## src/rtl/blkdma_pkg.sv

```systemverilog
// Shared definitions for the block DMA channel: register selects, mode and
// status bit positions, and the sequencer state type.
package blkdma_pkg;

    typedef enum logic [2:0] {
        RS_LOAD = 3'd0,
        RS_MODE = 3'd1,
        RS_BLK  = 3'd2,
        RS_CUR  = 3'd3,
        RS_FIFO = 3'd4
    } reg_sel_e;

    // mode register, written fields
    localparam int MB_FLUSH  = 31;
    localparam int MB_EN     = 30;
    localparam int MB_AUTO   = 29;
    localparam int MB_IEN    = 28;
    localparam int MB_DIR    = 27;
    localparam int MB_CLRERR = 26;

    // mode register, status fields on read
    localparam int SB_FULL  = 11;
    localparam int SB_EMPTY = 10;
    localparam int SB_ERR   = 9;
    localparam int SB_PEND  = 8;

    typedef enum logic {
        XS_IDLE  = 1'b0,
        XS_BURST = 1'b1
    } xfer_state_e;

endpackage

```

## src/rtl/blkdma_fifo.sv

```systemverilog
// Half-word FIFO between the register port and the transfer sequencer.
// Assumes DEPTH is a power of two so the pointers wrap by overflow.
// A push into a full FIFO and a pop from an empty one are ignored; flush
// has priority over both.
module blkdma_fifo #(
    parameter int DW    = 16,
    parameter int DEPTH = 32,
    parameter int LVLW  = $clog2(DEPTH + 1)
) (
    input  logic            clk,
    input  logic            rst_n,
    input  logic            flush,
    input  logic            push,
    input  logic [DW-1:0]   push_data,
    input  logic            pop,
    output logic [DW-1:0]   head,
    output logic [LVLW-1:0] level,
    output logic            full,
    output logic            empty
);
    localparam int PW = $clog2(DEPTH);

    logic [DW-1:0]   store [DEPTH];
    logic [PW-1:0]   wr_ptr, rd_ptr;
    logic [LVLW-1:0] cnt;
    logic            do_push, do_pop;

    assign full    = (cnt == LVLW'(DEPTH));
    assign empty   = (cnt == '0);
    assign do_push = push && !full;
    assign do_pop  = pop && !empty;
    assign head    = store[rd_ptr];
    assign level   = cnt;

    // storage write port
    always_ff @(posedge clk) begin
        if (do_push && !flush) begin
            store[wr_ptr] <= push_data;
        end
    end

    // pointer and occupancy tracking
    always_ff @(posedge clk) begin
        if (!rst_n || flush) begin
            wr_ptr <= '0;
            rd_ptr <= '0;
            cnt    <= '0;
        end else begin
            if (do_push) wr_ptr <= wr_ptr + 1'b1;
            if (do_pop)  rd_ptr <= rd_ptr + 1'b1;
            case ({do_push, do_pop})
                2'b10:   cnt <= cnt + 1'b1;
                2'b01:   cnt <= cnt - 1'b1;
                default: cnt <= cnt;
            endcase
        end
    end

    p_level_bound_r2: assert property (@(posedge clk) disable iff (!rst_n)
        cnt <= LVLW'(DEPTH));

    p_full_drop_r2: assert property (@(posedge clk) disable iff (!rst_n)
        (full && push && !pop && !flush) |=> (level == LVLW'(DEPTH)));

    p_flush_empties_r3: assert property (@(posedge clk) disable iff (!rst_n)
        flush |=> empty);

endmodule

```

## src/rtl/blkdma_xfer.sv

```systemverilog
// Transfer sequencer: owns the current address and remaining block count,
// starts a block (or the rest of a halted block) when enabled and the FIFO
// level allows, steps one half-word per memory acknowledge, handles terminal
// count with optional reload, and flags a carry into the region bit.
// Assumes block-aligned start addresses (enforced by the register file).
module blkdma_xfer #(
    parameter int AW        = 32,
    parameter int CW        = 16,
    parameter int DEPTH     = 32,
    parameter int BLK_HW    = 32,
    parameter int BOUND_BIT = 19,
    parameter int LVLW      = $clog2(DEPTH + 1)
) (
    input  logic            clk,
    input  logic            rst_n,
    input  logic            en,
    input  logic            dir_in,
    input  logic            autold,
    input  logic            err,
    input  logic [LVLW-1:0] lvl,
    input  logic [AW-1:0]   load_addr,
    input  logic [CW-1:0]   reload_cnt,
    input  logic            ld_addr_wr,
    input  logic            ld_cnt_wr,
    input  logic [AW-1:0]   ld_val,
    input  logic            mem_ack,
    output logic            mem_req,
    output logic            mem_we,
    output logic [AW-1:0]   cur_addr,
    output logic [CW-1:0]   blk_left,
    output logic            push,
    output logic            pop,
    output logic            tc_evt,
    output logic            xerr_evt
);
    import blkdma_pkg::*;

    localparam int BW   = $clog2(BLK_HW);
    localparam int LOWW = BOUND_BIT - 1;

    xfer_state_e     state_q;
    logic [BW-1:0]   beat_q;
    logic [AW-1:0]   cur_q;
    logic [CW-1:0]   left_q;
    logic            dir_q;

    logic            ack, last, carry, start, room_ok;
    logic [LOWW-1:0] low_nx;
    logic [AW-1:0]   step_addr;
    logic [CW-1:0]   left_dec;
    logic [LVLW:0]   need, free_w;

    // how many FIFO slots or entries the rest of the block needs
    always_comb begin
        need    = (LVLW+1)'(BLK_HW) - (LVLW+1)'(beat_q);
        free_w  = (LVLW+1)'(DEPTH) - (LVLW+1)'(lvl);
        room_ok = dir_in ? ((LVLW+1)'(lvl) >= need) : (free_w >= need);
    end

    // per-beat next values and block-end decisions
    always_comb begin
        ack                = (state_q == XS_BURST) && mem_ack;
        last               = (beat_q == BW'(BLK_HW - 1));
        {carry, low_nx}    = {1'b0, cur_q[BOUND_BIT-1:1]} + 1'b1;
        step_addr          = {cur_q[AW-1:BOUND_BIT], low_nx, 1'b0};
        left_dec           = left_q - 1'b1;
        tc_evt             = ack && last && (left_dec == '0);
        xerr_evt           = ack && carry && !(last && (left_dec == '0));
        start              = (state_q == XS_IDLE) && en && !err &&
                             (left_q != '0) && room_ok;
    end

    // sequencer state, beat counter, address and count registers
    always_ff @(posedge clk) begin
        if (!rst_n) begin
            state_q <= XS_IDLE;
            beat_q  <= '0;
            cur_q   <= '0;
            left_q  <= '0;
            dir_q   <= 1'b0;
        end else begin
            case (state_q)
                XS_IDLE: begin
                    if (start) begin
                        state_q <= XS_BURST;
                        dir_q   <= dir_in;
                    end
                end
                XS_BURST: begin
                    if (ack) begin
                        beat_q <= last ? '0 : beat_q + 1'b1;
                        if (last || !en || xerr_evt) begin
                            state_q <= XS_IDLE;
                        end
                        if (last && (left_dec == '0) && autold) begin
                            cur_q  <= load_addr;
                            left_q <= reload_cnt;
                        end else begin
                            cur_q <= step_addr;
                            if (last) left_q <= left_dec;
                        end
                    end
                end
                default: state_q <= XS_IDLE;
            endcase
            if (ld_addr_wr) begin
                cur_q  <= ld_val;
                beat_q <= '0;
            end
            if (ld_cnt_wr) begin
                left_q <= ld_val[CW-1:0];
                beat_q <= '0;
            end
        end
    end

    assign mem_req  = (state_q == XS_BURST);
    assign mem_we   = dir_q;
    assign cur_addr = cur_q;
    assign blk_left = left_q;
    assign push     = ack && !dir_q;
    assign pop      = ack && dir_q;

    p_req_hold_r11: assert property (@(posedge clk) disable iff (!rst_n)
        (mem_req && !mem_ack && !ld_addr_wr) |=>
            (mem_req && $stable(cur_addr) && $stable(mem_we)));

    p_block_aligned_r4: assert property (@(posedge clk) disable iff (!rst_n)
        (mem_req && beat_q == '0) |-> (cur_addr[$clog2(2*BLK_HW)-1:0] == '0));

    p_no_start_on_err_r9: assert property (@(posedge clk) disable iff (!rst_n)
        $rose(mem_req) |-> !$past(err));

    p_region_kept_r9: assert property (@(posedge clk) disable iff (!rst_n)
        (!ld_addr_wr && !tc_evt) |=> $stable(cur_addr[AW-1:BOUND_BIT]));

endmodule

```

## src/rtl/blkdma_regs.sv

```systemverilog
// Software-visible register file: load address, block reload count, mode
// control bits, sticky pending and error flags, self-clearing flush and
// error-clear commands, and the combinational read-back mux.
// Assumes one register access per cycle; event sets win over clears.
module blkdma_regs #(
    parameter int AW     = 32,
    parameter int DW     = 16,
    parameter int CW     = 16,
    parameter int BLK_HW = 32,
    parameter int LVLW   = 6
) (
    input  logic            clk,
    input  logic            rst_n,
    input  logic [2:0]      reg_sel,
    input  logic            reg_we,
    input  logic            reg_re,
    input  logic [31:0]     reg_wdata,
    output logic [31:0]     reg_rdata,
    input  logic [LVLW-1:0] fifo_lvl,
    input  logic            fifo_full,
    input  logic            fifo_empty,
    input  logic [DW-1:0]   fifo_head,
    input  logic [AW-1:0]   cur_addr,
    input  logic [CW-1:0]   blk_left,
    input  logic            tc_evt,
    input  logic            xerr_evt,
    output logic            en,
    output logic            dir,
    output logic            autold,
    output logic            err,
    output logic            flush,
    output logic            cpu_push,
    output logic            cpu_pop,
    output logic            ld_addr_wr,
    output logic            ld_cnt_wr,
    output logic [AW-1:0]   ld_val,
    output logic [AW-1:0]   load_addr,
    output logic [CW-1:0]   reload_cnt,
    output logic            irq
);
    import blkdma_pkg::*;

    localparam int BLK_BYTES = 2 * BLK_HW;

    logic          ien, pend;
    logic          mode_wr, clr_err_cmd;
    logic [31:0]   mode_word;

    assign mode_wr     = reg_we && (reg_sel == RS_MODE);
    assign clr_err_cmd = mode_wr && reg_wdata[MB_CLRERR];
    assign flush       = mode_wr && reg_wdata[MB_FLUSH];
    assign cpu_push    = reg_we && (reg_sel == RS_FIFO);
    assign cpu_pop     = reg_re && (reg_sel == RS_FIFO);
    assign ld_addr_wr  = reg_we && (reg_sel == RS_LOAD);
    assign ld_cnt_wr   = reg_we && (reg_sel == RS_BLK);
    assign ld_val      = ld_addr_wr ? (AW'(reg_wdata) & ~AW'(BLK_BYTES - 1))
                                    : AW'(reg_wdata);

    // control fields and reload values
    always_ff @(posedge clk) begin
        if (!rst_n) begin
            en         <= 1'b0;
            dir        <= 1'b0;
            autold     <= 1'b0;
            ien        <= 1'b0;
            load_addr  <= '0;
            reload_cnt <= '0;
        end else begin
            if (mode_wr) begin
                en     <= reg_wdata[MB_EN];
                dir    <= reg_wdata[MB_DIR];
                autold <= reg_wdata[MB_AUTO];
                ien    <= reg_wdata[MB_IEN];
            end
            if (ld_addr_wr) load_addr  <= ld_val;
            if (ld_cnt_wr)  reload_cnt <= CW'(reg_wdata);
        end
    end

    // sticky flags: hardware event sets, software write clears
    always_ff @(posedge clk) begin
        if (!rst_n) begin
            pend <= 1'b0;
            err  <= 1'b0;
        end else begin
            if (tc_evt)       pend <= 1'b1;
            else if (mode_wr) pend <= 1'b0;
            if (xerr_evt)          err <= 1'b1;
            else if (clr_err_cmd)  err <= 1'b0;
        end
    end

    assign irq = pend && ien;

    // mode/status word assembly
    always_comb begin
        mode_word          = '0;
        mode_word[MB_EN]   = en;
        mode_word[MB_AUTO] = autold;
        mode_word[MB_IEN]  = ien;
        mode_word[MB_DIR]  = dir;
        mode_word[SB_FULL] = fifo_full;
        mode_word[SB_EMPTY]= fifo_empty;
        mode_word[SB_ERR]  = err;
        mode_word[SB_PEND] = pend;
        mode_word[7:0]     = 8'(fifo_lvl);
    end

    // read-back mux
    always_comb begin
        case (reg_sel)
            RS_LOAD: reg_rdata = 32'(load_addr);
            RS_MODE: reg_rdata = mode_word;
            RS_BLK:  reg_rdata = 32'(blk_left);
            RS_CUR:  reg_rdata = 32'(cur_addr);
            RS_FIFO: reg_rdata = 32'(fifo_head);
            default: reg_rdata = '0;
        endcase
    end

    p_pend_set_r7: assert property (@(posedge clk) disable iff (!rst_n)
        tc_evt |=> pend);

    p_pend_clear_r7: assert property (@(posedge clk) disable iff (!rst_n)
        (mode_wr && !tc_evt) |=> !pend);

    p_err_sticky_r9: assert property (@(posedge clk) disable iff (!rst_n)
        (err && !clr_err_cmd) |=> err);

    p_load_aligned_r12: assert property (@(posedge clk) disable iff (!rst_n)
        ld_addr_wr |=> (load_addr[$clog2(BLK_BYTES)-1:0] == '0));

endmodule

```

## src/rtl/blkdma_channel.sv

```systemverilog
// Top of the block DMA channel: connects the register file, the half-word
// FIFO and the transfer sequencer, and arbitrates the FIFO ports between
// software and the sequencer (sequencer first on push; a shared pop
// removes one entry).
module blkdma_channel #(
    parameter int AW        = 32,
    parameter int DW        = 16,
    parameter int CW        = 16,
    parameter int DEPTH     = 32,
    parameter int BLK_HW    = 32,
    parameter int BOUND_BIT = 19
) (
    input  logic          clk,
    input  logic          rst_n,
    input  logic [2:0]    reg_sel,
    input  logic          reg_we,
    input  logic          reg_re,
    input  logic [31:0]   reg_wdata,
    output logic [31:0]   reg_rdata,
    output logic          mem_req,
    output logic          mem_we,
    output logic [AW-1:0] mem_addr,
    output logic [DW-1:0] mem_wdata,
    input  logic          mem_ack,
    input  logic [DW-1:0] mem_rdata,
    output logic          irq
);
    localparam int LVLW = $clog2(DEPTH + 1);

    logic            en, dir, autold, err, flush;
    logic            cpu_push, cpu_pop, x_push, x_pop;
    logic            ld_addr_wr, ld_cnt_wr, tc_evt, xerr_evt;
    logic [AW-1:0]   ld_val, load_addr, cur_addr;
    logic [CW-1:0]   reload_cnt, blk_left;
    logic [LVLW-1:0] lvl;
    logic            f_full, f_empty, f_push, f_pop;
    logic [DW-1:0]   f_head, f_din;

    assign f_push    = x_push || cpu_push;
    assign f_din     = x_push ? mem_rdata : DW'(reg_wdata);
    assign f_pop     = x_pop || cpu_pop;
    assign mem_addr  = cur_addr;
    assign mem_wdata = f_head;

    blkdma_regs #(
        .AW(AW), .DW(DW), .CW(CW), .BLK_HW(BLK_HW), .LVLW(LVLW)
    ) u_regs (
        .clk(clk), .rst_n(rst_n),
        .reg_sel(reg_sel), .reg_we(reg_we), .reg_re(reg_re),
        .reg_wdata(reg_wdata), .reg_rdata(reg_rdata),
        .fifo_lvl(lvl), .fifo_full(f_full), .fifo_empty(f_empty),
        .fifo_head(f_head), .cur_addr(cur_addr), .blk_left(blk_left),
        .tc_evt(tc_evt), .xerr_evt(xerr_evt),
        .en(en), .dir(dir), .autold(autold), .err(err), .flush(flush),
        .cpu_push(cpu_push), .cpu_pop(cpu_pop),
        .ld_addr_wr(ld_addr_wr), .ld_cnt_wr(ld_cnt_wr), .ld_val(ld_val),
        .load_addr(load_addr), .reload_cnt(reload_cnt), .irq(irq)
    );

    blkdma_fifo #(
        .DW(DW), .DEPTH(DEPTH), .LVLW(LVLW)
    ) u_fifo (
        .clk(clk), .rst_n(rst_n), .flush(flush),
        .push(f_push), .push_data(f_din), .pop(f_pop),
        .head(f_head), .level(lvl), .full(f_full), .empty(f_empty)
    );

    blkdma_xfer #(
        .AW(AW), .CW(CW), .DEPTH(DEPTH), .BLK_HW(BLK_HW),
        .BOUND_BIT(BOUND_BIT), .LVLW(LVLW)
    ) u_xfer (
        .clk(clk), .rst_n(rst_n),
        .en(en), .dir_in(dir), .autold(autold), .err(err), .lvl(lvl),
        .load_addr(load_addr), .reload_cnt(reload_cnt),
        .ld_addr_wr(ld_addr_wr), .ld_cnt_wr(ld_cnt_wr), .ld_val(ld_val),
        .mem_ack(mem_ack), .mem_req(mem_req), .mem_we(mem_we),
        .cur_addr(cur_addr), .blk_left(blk_left),
        .push(x_push), .pop(x_pop), .tc_evt(tc_evt), .xerr_evt(xerr_evt)
    );

    p_irq_needs_tc_r7: assert property (@(posedge clk) disable iff (!rst_n)
        $rose(irq) |-> ($past(tc_evt) || $past(reg_we)));

endmodule

```

## config.mk

```make
export PLATFORM = sky130hd
export DESIGN_NAME = blkdma_channel
export DESIGN_NICKNAME = d
export VERILOG_FILES = /design/src/rtl/blkdma_pkg.sv /design/src/rtl/blkdma_fifo.sv /design/src/rtl/blkdma_xfer.sv /design/src/rtl/blkdma_regs.sv /design/src/rtl/blkdma_channel.sv
export SDC_FILE = /design/constraint.sdc
export NUM_CORES = 1
export LEC_CHECK = 0
export BUFFER_PORTS_ARGS = -buffer_cell sky130_fd_sc_hd__buf_2
export CAP_MARGIN = 15
export CORE_UTILIZATION = 55
export CTS_BUF_LIST = sky130_fd_sc_hd__clkbuf_8
export DETAILED_ROUTE_END_ITERATION = 10
export PLACE_DENSITY = 0.76
export SYNTH_ARGS = -nofsm -noshare
export SYNTH_HDL_FRONTEND = slang
export SYNTH_SLANG_ARGS = --single-unit
```

## constraint.sdc

```tcl
create_clock -name clk -period 3.1 [get_ports clk]
set_input_delay 0.31 -clock clk [delete_from_list [all_inputs] [get_ports clk]]
set_output_delay 0.31 -clock clk [all_outputs]
set_load 0.05 [all_outputs]
```

* After elaboration in Yosys (flattened, before gate mapping)
Memories as Yosys holds them, arrays and structs flattened. A register that Yosys moved wholly into a read port is not among the register bits.
Index checks and enable logic that the tools add are counted.
** Operators by class
- Muxes and demuxes :: 27
- Reductions and logical operators :: 56
- $lt $le $gt $ge :: 2
- Add/subtract/negate cells :: 9
- Eq/ne operators :: 8
- Bitwise gates (word level) :: 2
** Operators by type and width (count)
- $pmux W32 S5 :: 1
- $mux W32 :: 4
- $mux W16 :: 6
- $logic_and A1 B1 Y1 :: 24
- $add A18 B1 Y19 const B :: 1
- $logic_not A16 Y1 :: 1
- $reduce_bool A16 Y1 :: 1
- $reduce_bool A2 Y1 :: 8
- $sub A16 B1 Y16 const B :: 1
- $add A5 B1 Y5 const B :: 3
- $mux W5 :: 3
- $pmux W6 S2 :: 1
- $mux W1 :: 10
- $logic_not A1 Y1 :: 8
- $ge A6 B7 Y1 :: 1
- $ge A7 B7 Y1 :: 1
- $sub A6 B5 Y7 const A :: 1
- $sub A6 B6 Y7 const A :: 1
- $add A6 B1 Y6 const B :: 1
- $eq A3 B2 Y1 const B :: 2
- $eq A6 B6 Y1 const B :: 1
- $logic_not A6 Y1 :: 1
- $mux W6 :: 1
- $reduce_and A2 Y1 :: 3
- 13 further kinds :: 19
** Word-level totals
- Bits of input ports :: 56
- RAM bits :: 512
- Register bits :: 125
- Memories :: 1
** Memory list
- u_fifo.store :: depth 32, width 16, rd ports 1, clocked after Yosys merged registers in 1, wr ports 1, RTL line blkdma_fifo.sv:23 : logic [DW-1:0] store [DEPTH];

* Depth between registers and ports, before layout
- Word-level depth :: 9
- Mapped depth :: 16
- Mapped depth without buffers :: 15

* Modules after synthesis
From an unflattened synthesis, not the netlist that was laid out.
** Unflattened totals
- Cells, all modules :: 1988
- Area total of the unflattened synthesis :: 28142.0 µm²
** Modules (own cells, without submodules)
- blkdma_fifo :: area each 20711.1 µm², cells each 1081, instances 1, sequential area each 15795.1 µm²
- blkdma_xfer :: area each 4090.2 µm², cells each 508, instances 1, sequential area each 1101.1 µm²
- blkdma_regs :: area each 3083.0 µm², cells each 379, instances 1, sequential area each 1081.0 µm²
- blkdma_channel :: area each 257.7 µm², cells each 20, instances 1, sequential area each 0.0 µm²

* Least setup slack after synthesis
Ideal clock, no wire load.
- Kind :: flip-flop to flip-flop
- From :: register u_xfer.state_q (netlist: u_xfer.mem_req)
- To :: register u_fifo.cnt[5] (netlist: u_fifo.level[5])
- Stages on the path, launching flop included :: 16
- Clock period less this slack :: 3540 ps
- Required time :: 3029 ps
- Setup slack :: -440 ps
- Setup time :: 71 ps
- Arrival time :: 3469 ps
- Cell sequence :: dfxtp_1 -> and2_1 -> clkbuf_1 -> nand2b_1 -> clkbuf_1 -> a32oi_1 -> inv_1 -> ha_1 -> ha_1 -> a21o_1 -> a21oi_1 -> o21bai_1 -> a21oi_1 -> xnor2_1 -> or3_1 -> a21oi_1
** On the way
- Cells in the longest elaborated chain, start to end :: 6
** RTL lines
- start, declared :: RTL line blkdma_xfer.sv:41 : xfer_state_e state_q;
- start signal, assigned :: RTL line blkdma_xfer.sv:76 : state_q <= XS_IDLE;
- start signal, assigned :: RTL line blkdma_xfer.sv:85 : state_q <= XS_BURST;
- start signal, assigned :: RTL line blkdma_xfer.sv:93 : state_q <= XS_IDLE;
- $logic_and A1 B1 Y1 (*) :: RTL line blkdma_xfer.sv:62 : ack = (state_q == XS_BURST) && mem_ack;
- $logic_and A1 B1 Y1, on equally long branches :: RTL line blkdma_xfer.sv:122, blkdma_xfer.sv:121
- $logic_or A1 B1 Y1, on equally long branches :: RTL line blkdma_channel.sv:41, blkdma_channel.sv:39
- $logic_and A1 B1 Y1, on equally long branches :: RTL line blkdma_fifo.sv:31, blkdma_fifo.sv:30
- $eq A2 B1 Y1 / $eq A2 B2 Y1 (equally long branches) :: RTL line blkdma_fifo.sv:51 : case ({do_push, do_pop})
- $pmux W6 S2 / $reduce_bool A2 Y1 (equally long branches)
- end signal, assigned :: RTL line blkdma_fifo.sv:52 : 2'b10: cnt <= cnt + 1'b1;
- end signal, assigned :: RTL line blkdma_fifo.sv:53 : 2'b01: cnt <= cnt - 1'b1;
- end signal, assigned :: RTL line blkdma_fifo.sv:54 : default: cnt <= cnt;
- end, declared :: RTL line blkdma_fifo.sv:25 : logic [LVLW-1:0] cnt;
Every way passes the cells marked *; elsewhere a longest branch is shown, timed or not.
A chain may end at the register's enable or synchronous reset.

==> summary by stage <==
Logic synthesis
The gate count of the mapped netlist is 1,742. The number of enable flip-flop cells after synthesis is ~510. The total of warnings raised by yosys is 0.

The synthesis-stage register bit count is 642. Ranked by total cell area, the synthesized netlist is headed by edfxtp_1 56%, mux4_2 14%, dfxtp_1 9.5%. Synthesis instantiated 79 different standard cells from the library. For this run, asynchronously set or reset flops after synthesis account for 0%. After synthesis, the mean cell area works out to 15.7 sq um. Ranked by instance count, the synthesized netlist is headed by 512 x edfxtp_1, 168 x mux4_2, 152 x nand2_1, 130 x dfxtp_1, 119 x nor2_1. Among all flip-flop cells after synthesis, the most frequent one is edfxtp_1. The number of nets in the synthesized netlist is 1,828. The largest area contributor in the netlist is edfxtp_1.

The sequential cell area fraction in the yosys report is 65.9%. The cell with the most instances after synthesis is edfxtp_1. After synthesis the cells add up to 27,300 sq um. Of the post-synthesis cell area, the dominant cell type holds 56.4%.

STA
The max-slew violation count is 0. Setup slack on the critical path of the routed design comes to -0.534 ns. In this run the tightest slew margin relative to its limit is 26.9%.

The measured slew at the worst slew-check pin is 1.10 ns. Hold is met by around 0.18 ns. In the final timing run, aggregate negative setup slack is -11.64 ns. Setup repair after global routing could not meet its margin everywhere. Derived from the worst setup path, the maximum achievable clock frequency is 275 MHz.

The hold violation count in the final report is 0. The final critical path takes up 117% of the cycle. Setup violations remaining at the end of the flow were counted as 32. After layout, the minimum clock period comes to approximately 3.6 ns. Between clock sinks in the finished design, the worst skew comes to 0.0435 ns.

GRT
The maximum number of pins on one net before global-route repair is 58. Across every metal layer, demand over resource in global routing totals 29.7%. The initial antenna violation count is 3. Summed over all layers, the global routing overflow is 0. The number of global-route vias before repair is 17.3k. The global-route wire length before repair is 109,000 microns.

Placed design
After legalization and detailed placement, the total HPWL measured 48,100 microns. The number of buffers inserted by port buffering is 138. The final weighted congestion of routability-driven global placement is ~1.0. At the placement stage, the worst setup path has a slack of 0.0466 ns.

Setup path
The kind of start point of the critical path is a flop. The internal reg-to-reg setup slack is about 0.01 ns. The critical path data required time is 2.79 ns. The critical path goes through buf_12 > buf_16 > buf_6 > mux4_2 > mux4_2 > mux2_4 > a221oi_4 > a21oi_2 > buf_6.

The combined buffer and inverter count along the critical path is 4. The destination of the worst register-to-register timing path is u_xfer.cur_addr[24]. The critical path arrival is 3.32 ns. The critical path runs through a total of 9 cells.

The maximum fanout count along the critical path is 6. The end of the critical path is reg_rdata[10]. The type of element capturing the critical path is a primary output. In this design, the stage delay of the slowest critical-path cell is 0.50 ns. The launch point of the worst reg-to-reg path is u_xfer.beat_q[0].

Counting cells, the worst reg-to-reg path comes to 13. The slowest stage of the critical path is the mux4_2 cell. The classification of the worst setup path is flop to primary output. Among cell families on the critical path, the largest total delay comes from multiplexers.

Worst hold path
The type of the tightest min-delay check is input pin to flop.

Clock network
After clock tree synthesis, the clock-pin slew on the worst setup and hold paths is roughly 0.060 ns. TritonCTS created 100 clock buffers. The maximum count of clock buffers along a single path is 3.

For the worst-skew pair, the clock arrives at the later sink with an insertion delay of 0.69 ns. The TritonCTS sink count is 642. In this run the number of H-tree levels came out at 3. TritonCTS built the clock tree. The clock root buffer is clkbuf_8.

Routing
The routed wirelength normalized by instance count is 26.4 microns. In the routed layout, each cell is associated on average with a via count of 6.23. The number of detailed-routing iterations run before antenna repair is 6.

After detailed routing, the total wire length is 74,600 microns. The number of design-rule violations left by the first detailed-router iteration is between 1.5k and 2k. For this block, the via count after detailed routing is roughly 18k.

The number of routed nets with antenna violations is 0. For this run, design rule violations remaining after detail routing come to 0.

Job
Across the run, the number of max-cap violations was 0.

Floorplanning
The die span in x is 225 microns. After floorplanning, the core was divided into 81 placement rows. 139 I/O pins were placed. The initial utilization of the core area, before any placement, comes to 55.7%. The vertical die dimension is 225 microns. The total die area is just over 50,000 sq um. The core region is 49,000 sq um.

Pwr
The leakage dissipation is 11.3 nW. The worst-case IR drop observed on VDD is slightly above 0.3 mV. The power per cell area is 511 nW/um^2.

Finish
In the final layout, the multi-input gates occupy 9030 sq um. The total area of sequential cells is 18,000 sq um. Counting the fill cells in the layout gives between 3k and 4k. The share of layout cells above drive strength 1 is 33.8%. Once layout is complete, the utilization of the core stands at 67.6%. The final-stage net count is 2,164. The layout overhead on the synthesized area is 21.3%.

Status
The final reports fail on setup timing. The flow ran to the end, but the final reports show violations.
[repair_timing]
item / CTS / global route
resized for setup: 112 / 50
setup endpoints to repair: 32 / 286
buffers inserted: 15 / 16
cloned: 4 / 3
pin swaps: 1 / 18
hold endpoints to repair: 75 / 0
hold buffers: 33 / 0
[placed cells by master, fill, tap and decap left out, drive strengths merged, types with 6 or more instances in the layout]
| cell | count |
|---|---|
| edfxtp | 512 |
| buf | 307 |
| mux4 | 168 |
| nand2 | 152 |
| dfxtp | 130 |
| nor2 | 120 |
| a21oi | 115 |
| clkbuf | 110 |
| inv | 64 |
| mux2 | 42 |
| o21ai | 41 |
| clkinv | 38 |
| dlygate4sd3 | 33 |
| nand3 | 32 |
| ha | 29 |
| nor3 | 25 |
| mux2i | 23 |
| a22oi | 20 |
| and3 | 18 |
| xor2 | 15 |
| a31oi | 13 |
| nand4 | 12 |
| nand2b | 11 |
| xnor2 | 10 |
| or3 | 9 |
| a211oi | 7 |
| a21o | 7 |
| nor2b | 6 |
| o22ai | 6 |
| o221ai | 6 |
[layout make-up]
| cell class | count | share of cell area [%] |
|---|---|---|
| multi-input cells | 966 | 27.3 |
| inverters | 24 | 0.272 |
| well taps | 664 | 2.51 |
| clock buffers | 106 | 4.41 |
| diodes | 3 | 0.0227 |
| flip-flops and latches | 642 | 54.4 |
| clock inverters | 81 | 1.33 |
| repair buffers | 344 | 9.78 |
[worst register-to-register path, stage by stage (launching register included)]
cell and delay [ns]:
dfxtp_2 0.36, ha_4 0.14, and3_4 0.19, ha_4 0.14, nand2_2 0.05, or4_4 0.44, a2111oi_4 0.36, buf_4 0.17
nand4_1 0.22, buf_12 0.23, nor2_4 0.19, buf_12 0.16, mux2i_1 0.22, a21oi_1 0.10
[cell families (layout without fill, tap and decap cells)]
group	after synthesis	count (layout)	synth area share, %
AO/OA/AOI/OAI	254	254	5.86
XOR/XNOR	25	25	0.803
adder cells (fa/ha/maj)	30	30	1.40
buffers and inverters	134	555	2.12
flip-flops	642	642	65.9
multiplexers	233	233	16.5
other	0	3	0
AND/OR/NAND/NOR	424	424	7.42
[flip-flops by register name, summed over array words and instances (netlist names), named ones only]
signal / cells
u_regs.err: 1
u_regs.reload_cnt: 16
u_regs.ien: 1
u_fifo.rd_ptr: 5
u_xfer.blk_left: 16
u_fifo.wr_ptr: 5
u_regs.dir: 1
u_regs.pend: 1
u_regs.en: 1
u_xfer.mem_req: 1
u_xfer.mem_we: 1
u_fifo.store: 512
u_xfer.beat_q: 5
u_xfer.cur_addr: 32
u_regs.load_addr: 32
u_fifo.level: 6
u_regs.autold: 1
[routing by layer]
layer	wire length, microns	global-route usage (%)
met1	28700	38.4
met2	37100	49.3
met3	5670	4.87
met4	3180	14.2
met5	0	0
[stage by stage]
| step | power (W) | cell area (sq um) | instances |
|---|---|---|---|
| detailed placement | 0.0103 | 29700 | 2569 |
| global route | 0.0174 | 33100 | 2829 |
| finish | 0.0169 | 33100 | 2830 |
| CTS | 0.0170 | 32600 | 2808 |
| global placement | 0.0102 | 29700 | 2569 |
| floorplan | 0.00997 | 27300 | 1742 |
[how the worst min path moves through the flow]
stage | from | endpoint | cells after the start
after global placement | u_regs.reload_cnt[11] | u_regs.reload_cnt[11] | 2
after global routing | rst_n | u_xfer.blk_left[12] | 3
final | rst_n | u_xfer.blk_left[12] | 3
after floorplan | u_regs.reload_cnt[6] | u_regs.reload_cnt[6] | 2
after detailed placement | u_regs.reload_cnt[9] | u_regs.reload_cnt[9] | 2
after CTS | rst_n | u_xfer.blk_left[12] | 3
[power by group]
group / switching (W) / internal [W] / total, W
logic: 0.000532 / 0.000274 / 0.000806
clock network: 0.00329 / 0.00344 / 0.00673
registers: 0.0000341 / 0.00933 / 0.00936
Power figures use the tool's default switching activity.
